<file path="src/rtl/sq_pkg.sv">
package sq_pkg;
  localparam int DATA_W = 64;
  localparam int BE_W   = DATA_W / 8;

  // Overlay the lanes flagged in mask onto base.
  function automatic logic [DATA_W-1:0] overlay_bytes(
    input logic [DATA_W-1:0] base,
    input logic [DATA_W-1:0] over,
    input logic [BE_W-1:0]   mask
  );
    logic [DATA_W-1:0] r;
    r = base;
    for (int b = 0; b < BE_W; b++)
      if (mask[b]) r[8*b +: 8] = over[8*b +: 8];
    return r;
  endfunction
endpackage

</file>
<file path="src/rtl/sq_fifo.sv">
module sq_fifo import sq_pkg::*; #(
  parameter int DEPTH  = 4,
  parameter int ADDR_W = 10,
  localparam int PTR_W = $clog2(DEPTH),
  localparam int CNT_W = PTR_W + 1
) (
  input  logic              clk,
  input  logic              rst_n,
  input  logic              push,
  input  logic [ADDR_W-1:0] push_addr,
  input  logic [DATA_W-1:0] push_data,
  input  logic [BE_W-1:0]   push_be,
  input  logic              pop,
  output logic [CNT_W-1:0]  count,
  output logic [ADDR_W-1:0] age_addr [DEPTH],
  output logic [DATA_W-1:0] age_data [DEPTH],
  output logic [BE_W-1:0]   age_be   [DEPTH],
  output logic              age_vld  [DEPTH]
);
  // DEPTH must be a power of two so the pointers wrap on their own.
  logic [ADDR_W-1:0] slot_addr [DEPTH];
  logic [DATA_W-1:0] slot_data [DEPTH];
  logic [BE_W-1:0]   slot_be   [DEPTH];
  logic [PTR_W-1:0]  head_q, tail_q;

  always_ff @(posedge clk) begin
    if (!rst_n) begin
      head_q <= '0;
      tail_q <= '0;
      count  <= '0;
    end else begin
      if (push) begin
        slot_addr[tail_q] <= push_addr;
        slot_data[tail_q] <= push_data;
        slot_be[tail_q]   <= push_be;
        tail_q            <= tail_q + 1'b1;
      end
      if (pop) head_q <= head_q + 1'b1;
      count <= count + CNT_W'(push) - CNT_W'(pop);
    end
  end

  // Present the entries ordered by age: index 0 is the oldest.
  for (genvar k = 0; k < DEPTH; k++) begin : g_age
    logic [PTR_W-1:0] idx;
    assign idx         = head_q + PTR_W'(k);
    assign age_addr[k] = slot_addr[idx];
    assign age_data[k] = slot_data[idx];
    assign age_be[k]   = slot_be[idx];
    assign age_vld[k]  = CNT_W'(k) < count;
  end
endmodule

</file>
<file path="src/rtl/sq_fwd.sv">
module sq_fwd import sq_pkg::*; #(
  parameter int DEPTH  = 4,
  parameter int ADDR_W = 10
) (
  input  logic [ADDR_W-1:0] look_addr,
  input  logic [ADDR_W-1:0] age_addr [DEPTH],
  input  logic [DATA_W-1:0] age_data [DEPTH],
  input  logic [BE_W-1:0]   age_be   [DEPTH],
  input  logic              age_vld  [DEPTH],
  output logic [DATA_W-1:0] fwd_data,
  output logic [BE_W-1:0]   fwd_mask
);
  // One search per byte lane; walking oldest to youngest lets the youngest win.
  for (genvar b = 0; b < BE_W; b++) begin : g_lane
    logic       lane_hit;
    logic [7:0] lane_byte;
    always_comb begin
      lane_hit  = 1'b0;
      lane_byte = '0;
      for (int k = 0; k < DEPTH; k++) begin
        if (age_vld[k] && age_addr[k] == look_addr && age_be[k][b]) begin
          lane_hit  = 1'b1;
          lane_byte = age_data[k][8*b +: 8];
        end
      end
    end
    assign fwd_mask[b]         = lane_hit;
    assign fwd_data[8*b +: 8]  = lane_byte;
  end
endmodule

</file>
<file path="src/rtl/sq_arb.sv">
module sq_arb #(
  parameter int DEPTH  = 4,
  parameter int ADDR_W = 10,
  parameter int CNT_W  = 3
) (
  input  logic [CNT_W-1:0]  count,
  input  logic [ADDR_W-1:0] head_addr,
  input  logic              ld_valid,
  input  logic [ADDR_W-1:0] ld_addr,
  output logic              merge,
  output logic              drain,
  output logic              ld_ready,
  output logic              st_ready
);
  logic full, nonempty;

  always_comb begin
    full     = count == CNT_W'(DEPTH);
    nonempty = count != '0;
    // A load to the oldest entry's word shares its access with that entry's write.
    merge    = ld_valid && nonempty && head_addr == ld_addr;
    // The array goes to the drain when idle, when shared, or when the queue is full.
    drain    = nonempty && (!ld_valid || merge || full);
    ld_ready = !full || merge;
    st_ready = !full;
  end
endmodule

</file>
<file path="src/rtl/dcache_store_queue.sv">
module dcache_store_queue import sq_pkg::*; #(
  parameter int ADDR_W = 10,
  parameter int DEPTH  = 4
) (
  input  logic              clk,
  input  logic              rst_n,
  input  logic              st_valid,
  output logic              st_ready,
  input  logic [ADDR_W-1:0] st_addr,
  input  logic [63:0]       st_data,
  input  logic [7:0]        st_be,
  input  logic              st_hit,
  input  logic              ld_valid,
  output logic              ld_ready,
  input  logic [ADDR_W-1:0] ld_addr,
  output logic              ld_rvalid,
  output logic [63:0]       ld_rdata,
  output logic              arr_en,
  output logic              arr_we,
  output logic [ADDR_W-1:0] arr_addr,
  output logic [63:0]       arr_wdata,
  output logic [7:0]        arr_be,
  input  logic [63:0]       arr_rdata
);
  localparam int PTR_W = $clog2(DEPTH);
  localparam int CNT_W = PTR_W + 1;

  logic [CNT_W-1:0]  count;
  logic [ADDR_W-1:0] age_addr [DEPTH];
  logic [DATA_W-1:0] age_data [DEPTH];
  logic [BE_W-1:0]   age_be   [DEPTH];
  logic              age_vld  [DEPTH];
  logic              push, merge, drain, ld_fire;
  logic [DATA_W-1:0] fwd_data, fwd_data_q;
  logic [BE_W-1:0]   fwd_mask, fwd_mask_q;
  logic              rvalid_q;

  assign push    = st_valid && st_ready && st_hit;
  assign ld_fire = ld_valid && ld_ready;

  sq_fifo #(.DEPTH(DEPTH), .ADDR_W(ADDR_W)) u_fifo (
    .clk, .rst_n,
    .push, .push_addr(st_addr), .push_data(st_data), .push_be(st_be),
    .pop(drain), .count,
    .age_addr, .age_data, .age_be, .age_vld
  );

  sq_arb #(.DEPTH(DEPTH), .ADDR_W(ADDR_W), .CNT_W(CNT_W)) u_arb (
    .count, .head_addr(age_addr[0]), .ld_valid, .ld_addr,
    .merge, .drain, .ld_ready, .st_ready
  );

  sq_fwd #(.DEPTH(DEPTH), .ADDR_W(ADDR_W)) u_fwd (
    .look_addr(ld_addr), .age_addr, .age_data, .age_be, .age_vld,
    .fwd_data, .fwd_mask
  );

  // Single array port: a drain write (possibly shared with a load) or a plain read.
  always_comb begin
    arr_en    = drain || ld_fire;
    arr_we    = drain;
    arr_addr  = drain ? age_addr[0] : ld_addr;
    arr_wdata = age_data[0];
    arr_be    = drain ? age_be[0] : '0;
  end

  // Forwarded bytes are captured with the load and laid over the array word.
  always_ff @(posedge clk) begin
    if (!rst_n) begin
      rvalid_q   <= 1'b0;
      fwd_mask_q <= '0;
      fwd_data_q <= '0;
    end else begin
      rvalid_q <= ld_fire;
      if (ld_fire) begin
        fwd_mask_q <= fwd_mask;
        fwd_data_q <= fwd_data;
      end
    end
  end

  logic merge_unused;
  assign merge_unused = merge;

  assign ld_rvalid = rvalid_q;
  assign ld_rdata  = overlay_bytes(arr_rdata, fwd_data_q, fwd_mask_q);
endmodule

</file>
<file path="config.mk">
export PLATFORM = sky130hd
export DESIGN_NAME = dcache_store_queue
export DESIGN_NICKNAME = d
export VERILOG_FILES = /design/src/rtl/sq_pkg.sv /design/src/rtl/sq_fifo.sv /design/src/rtl/sq_fwd.sv /design/src/rtl/sq_arb.sv /design/src/rtl/dcache_store_queue.sv
export SDC_FILE = /design/constraint.sdc
export NUM_CORES = 1
export LEC_CHECK = 0
export BUFFER_PORTS_ARGS = -buffer_cell sky130_fd_sc_hd__buf_2
export CAP_MARGIN = 0
export CORE_ASPECT_RATIO = 0.6
export CORE_UTILIZATION = 39
export DETAILED_ROUTE_END_ITERATION = 7
export HOLD_SLACK_MARGIN = 0.02
export PLACE_DENSITY = 0.58
export SLEW_MARGIN = 20
export SYNTH_ARGS = -nofsm -noshare
export SYNTH_HDL_FRONTEND = slang
export SYNTH_SLANG_ARGS = --single-unit
</file>
<file path="constraint.sdc">
create_clock -name clk -period 5.3 [get_ports clk]
set_clock_uncertainty 0.1 [all_clocks]
set_input_delay 0.265 -clock clk [delete_from_list [all_inputs] [get_ports clk]]
set_output_delay 0.265 -clock clk [all_outputs]
set_load 0.02 [all_outputs]
</file>
==> summary.md <==
| Metric | Value |
|---|---|
| Status | `completed` |
| Commonest non-fill, non-tap cells in the layout | `edfxtp_1 (328), buf_2 (310), mux4_2 (244), o21ai_0 (119), nand2_1 (115)` |
| Vias in the first global route | `16,800` |
| Worst-path clk slew | `0.06 ns` |
| CTS tree | `done` |
| Vias per cell | `5.963` |
| VDD IR max | `0.0003025 V` |
| First-pass GRT wire length | `around 100,000 um` |
| Req. time, crit path | `about 5.6 ns` |
| Post-Syn Instances | `about 1,700` |
| Grt ovf | `0` |
| Synthesized flop and latch total | `410` |
| Seq/Total Area, Yosys | `0.4753` |
| Min cycle time layout | `4.142 ns` |
| Clk_lat worst skew | `between 0.5 and 0.6 ns` |
| Period utilisation layout | `0.7815` |
| Area Overhead vs Synth | `18.38%` |
| Placeable Area | `61,050 um2` |
| FMAX | `241.4 MHz` |
| Dominant synthesized flop cell | `edfxtp_1` |
| Via count | `17,410` |
| Mapped cell area | `24,180 um2` |
| Die ar. | `63,020 um2` |
| Worst path max stage delay | `slightly above 0.8 ns` |
| I/O pin count | `about 310` |
| Commonest non-fill, non-tap cell in the layout | `edfxtp_1` |
| Avg Synthesized Cell Area | `between 10 and 15 um2` |
| Post-CTS sizing | `0` |
| # DRC | `0` |
| Layout cell share with drive strength beyond 1 | `0.3764` |
| Routed WL | `69,040 um` |
| Post-Place Cells | `between 2,000 and 3,000` |
| CTS max path bufs | `3` |
| Synth warn | `0` |
| Hold Crit Class | `in2reg` |
| Post-synth ARST share | `0` |
| Initial DRC count | `1,707` |
| Syn_nets | `approximately 1,900` |
| Initial antenna violation count | `5` |
| Lkg Pwr | `9.523 nW` |
| Starting Density | `0.3960` |
| Worst Tran Pin Value | `1.089 ns` |
| GRT Resource Usage Total | `0.2174` |
| Filler Cells Inserted | `5,341` |
| Worst-path fanout max | `42` |
| Count of input and output buffers | `311` |
| Largest net degree at the start of global routing | `186` |
| Max-slew headroom | `0.2743` |
| Routed len/inst | `23.65 um` |
| Arr. time, crit path | `4.45 ns` |
| H-tree Lvls | `2` |
| Final HPWL from detailed placement | `44,180 um` |
| CTS Buf Count | `44` |
| Final non-filler cell total | `approximately 2,900` |
| Number of synthesized flops with an enable pin | `328` |
| Routability cong. | `~0.84` |
| # hold bufs at CTS | `82` |
| Pre-Repair DR Iteration Count | `6` |
| WS Path Type | `reg2reg` |
| Post-synthesis cell type count | `~60` |
| Die Ht | `194.9 um` |
| Startpoint types | `register` |
| Nets | `2,223` |
| Slew Limit Fails | `0` |
| Die W | `323.4 um` |
| Setup crit end kind | `register` |
| Setup violators final | `0` |
| Setup_tns | `0 ns` |
| Row Count | `70` |
| WHS | `0.07321 ns` |
| Antenna viol nets, final | `0` |
| RSZ-0062 raised after global routing | `false` |
| Overall Power | `11.31 mW` |
| Clock Tree Root | `clkbuf_16` |
| Cells along the critical path | `mux4_2 -> xor2_1 -> nor3_1 -> o2111ai_4 -> o211a_1 -> a221o_1 -> o211ai_1 -> a31oi_1` |
| CTS sink cnt | `410` |
| Final Hold Fails | `0` |
| PwrDens | `395.2 nW/um2` |
| Max-cap violations | `0` |
| CP max-delay cell | `dfxtp_4` |
| Post-CTS setup buffer count | `0` |
-- sequential cells by signal, indices dropped and copies added, names as in the netlist, named ones only --
name and flops:
u_fifo.count 3, u_fifo.head_q 2, ld_rvalid 1, u_fifo.slot_data 256, u_fifo.slot_be 32, fwd_mask_q 8
fwd_data_q 64, u_fifo.tail_q 2, u_fifo.slot_addr 40
-- layout make-up --
type                            count  area, um2  area share
Clock buffer                       57       1222     0.04271
Antenna cell                        4      10.01   0.0003497
Clock inverter                     24      226.5    0.007913
Multi-Input combinational cell   1129      11800      0.4124
Timing Repair Buffer              424       2650     0.09259
Tap cell                          828       1036     0.03620
Inverter                           44      165.2    0.005771
Sequential cell                   410      11510      0.4020
-- synth_stat cells, types with 44 or more instances --
cell | number | share of area
nand2_1 | 115 | 0.018
mux2i_1 | 67 | 0.028
edfxtp_1 | 328 | 0.41
a31oi_1 | 51 | 0.013
mux2_2 | 103 | 0.048
o211ai_1 | 56 | 0.017
clkbuf_1 | 71 | 0.011
dfxtp_1 | 82 | 0.068
buf_2 | 53 | 0.011
o21ai_0 | 119 | 0.025
mux4_2 | 244 | 0.23
inv_1 | 44 | 0.0068
-- per-layer routing --
| layer | vias to the layer above | GRT usage | part of all wire |
|---|---|---|---|
| met4 | 2 | 0.04950 | 0.019 |
| li1 | 7708 | - | - |
| met2 | 676 | 0.3358 | 0.46 |
| met5 | - | 0 | 0.00019 |
| met3 | 93 | 0.04272 | 0.077 |
| met1 | 8932 | 0.3158 | 0.44 |
-- worst paths after layout --
| check | slack [ns] | depth (start not counted) | startpoint | end |
|---|---|---|---|---|
| max | 1.16 | 8 | u_fifo.head_q[0] | fwd_data_q[23] |
| min reg2reg | 0.42 | 2 | fwd_data_q[49] | fwd_data_q[49] |
| min | 0.07 | 3 | rst_n | fwd_data_q[25] |
| max reg2reg | 1.16 | 8 | u_fifo.head_q[0] | fwd_data_q[23] |
-- cells by family after synthesis --
group / count (synthesis) / synth area share
multiplexers: 414 / 0.3030
buffers and inverters: 208 / 0.03892
adder cells (fa/ha/maj): 9 / 0.004969
AO/OA/AOI/OAI: 398 / 0.1070
AND/OR/NAND/NOR: 258 / 0.05263
flip-flops: 410 / 0.4753
XOR/XNOR: 50 / 0.01811
-- per-stage QoR --
step                cell area [um2]  utilization  setup WS (ns)
floorplan                     24180            -          1.328
global placement              26340       0.4315          1.282
detailed placement            26340       0.4315          1.216
CTS                           28610       0.4687          1.161
global route                  28610       0.4687         0.8907
finish                        28620       0.4688          1.158
-- critical path: cells and delay by family (launching register included) --
kind                      cells  cell delay, ns
AOI/OAI and AO/OA             5            1.79
muxes                         1            0.62
DFF                           1            0.82
xor gates and xnor gates      1            0.19
and+or+nand+nor               1            0.43
-- where the power goes --
group	switching (mW)	internal [mW]	total [mW]
combinational	2.35	1.98	4.32
clock	1.29	1.78	3.08
sequential	0.259	3.65	3.91
total	3.90	7.41	11.3
(Power assumes the default switching activity.)
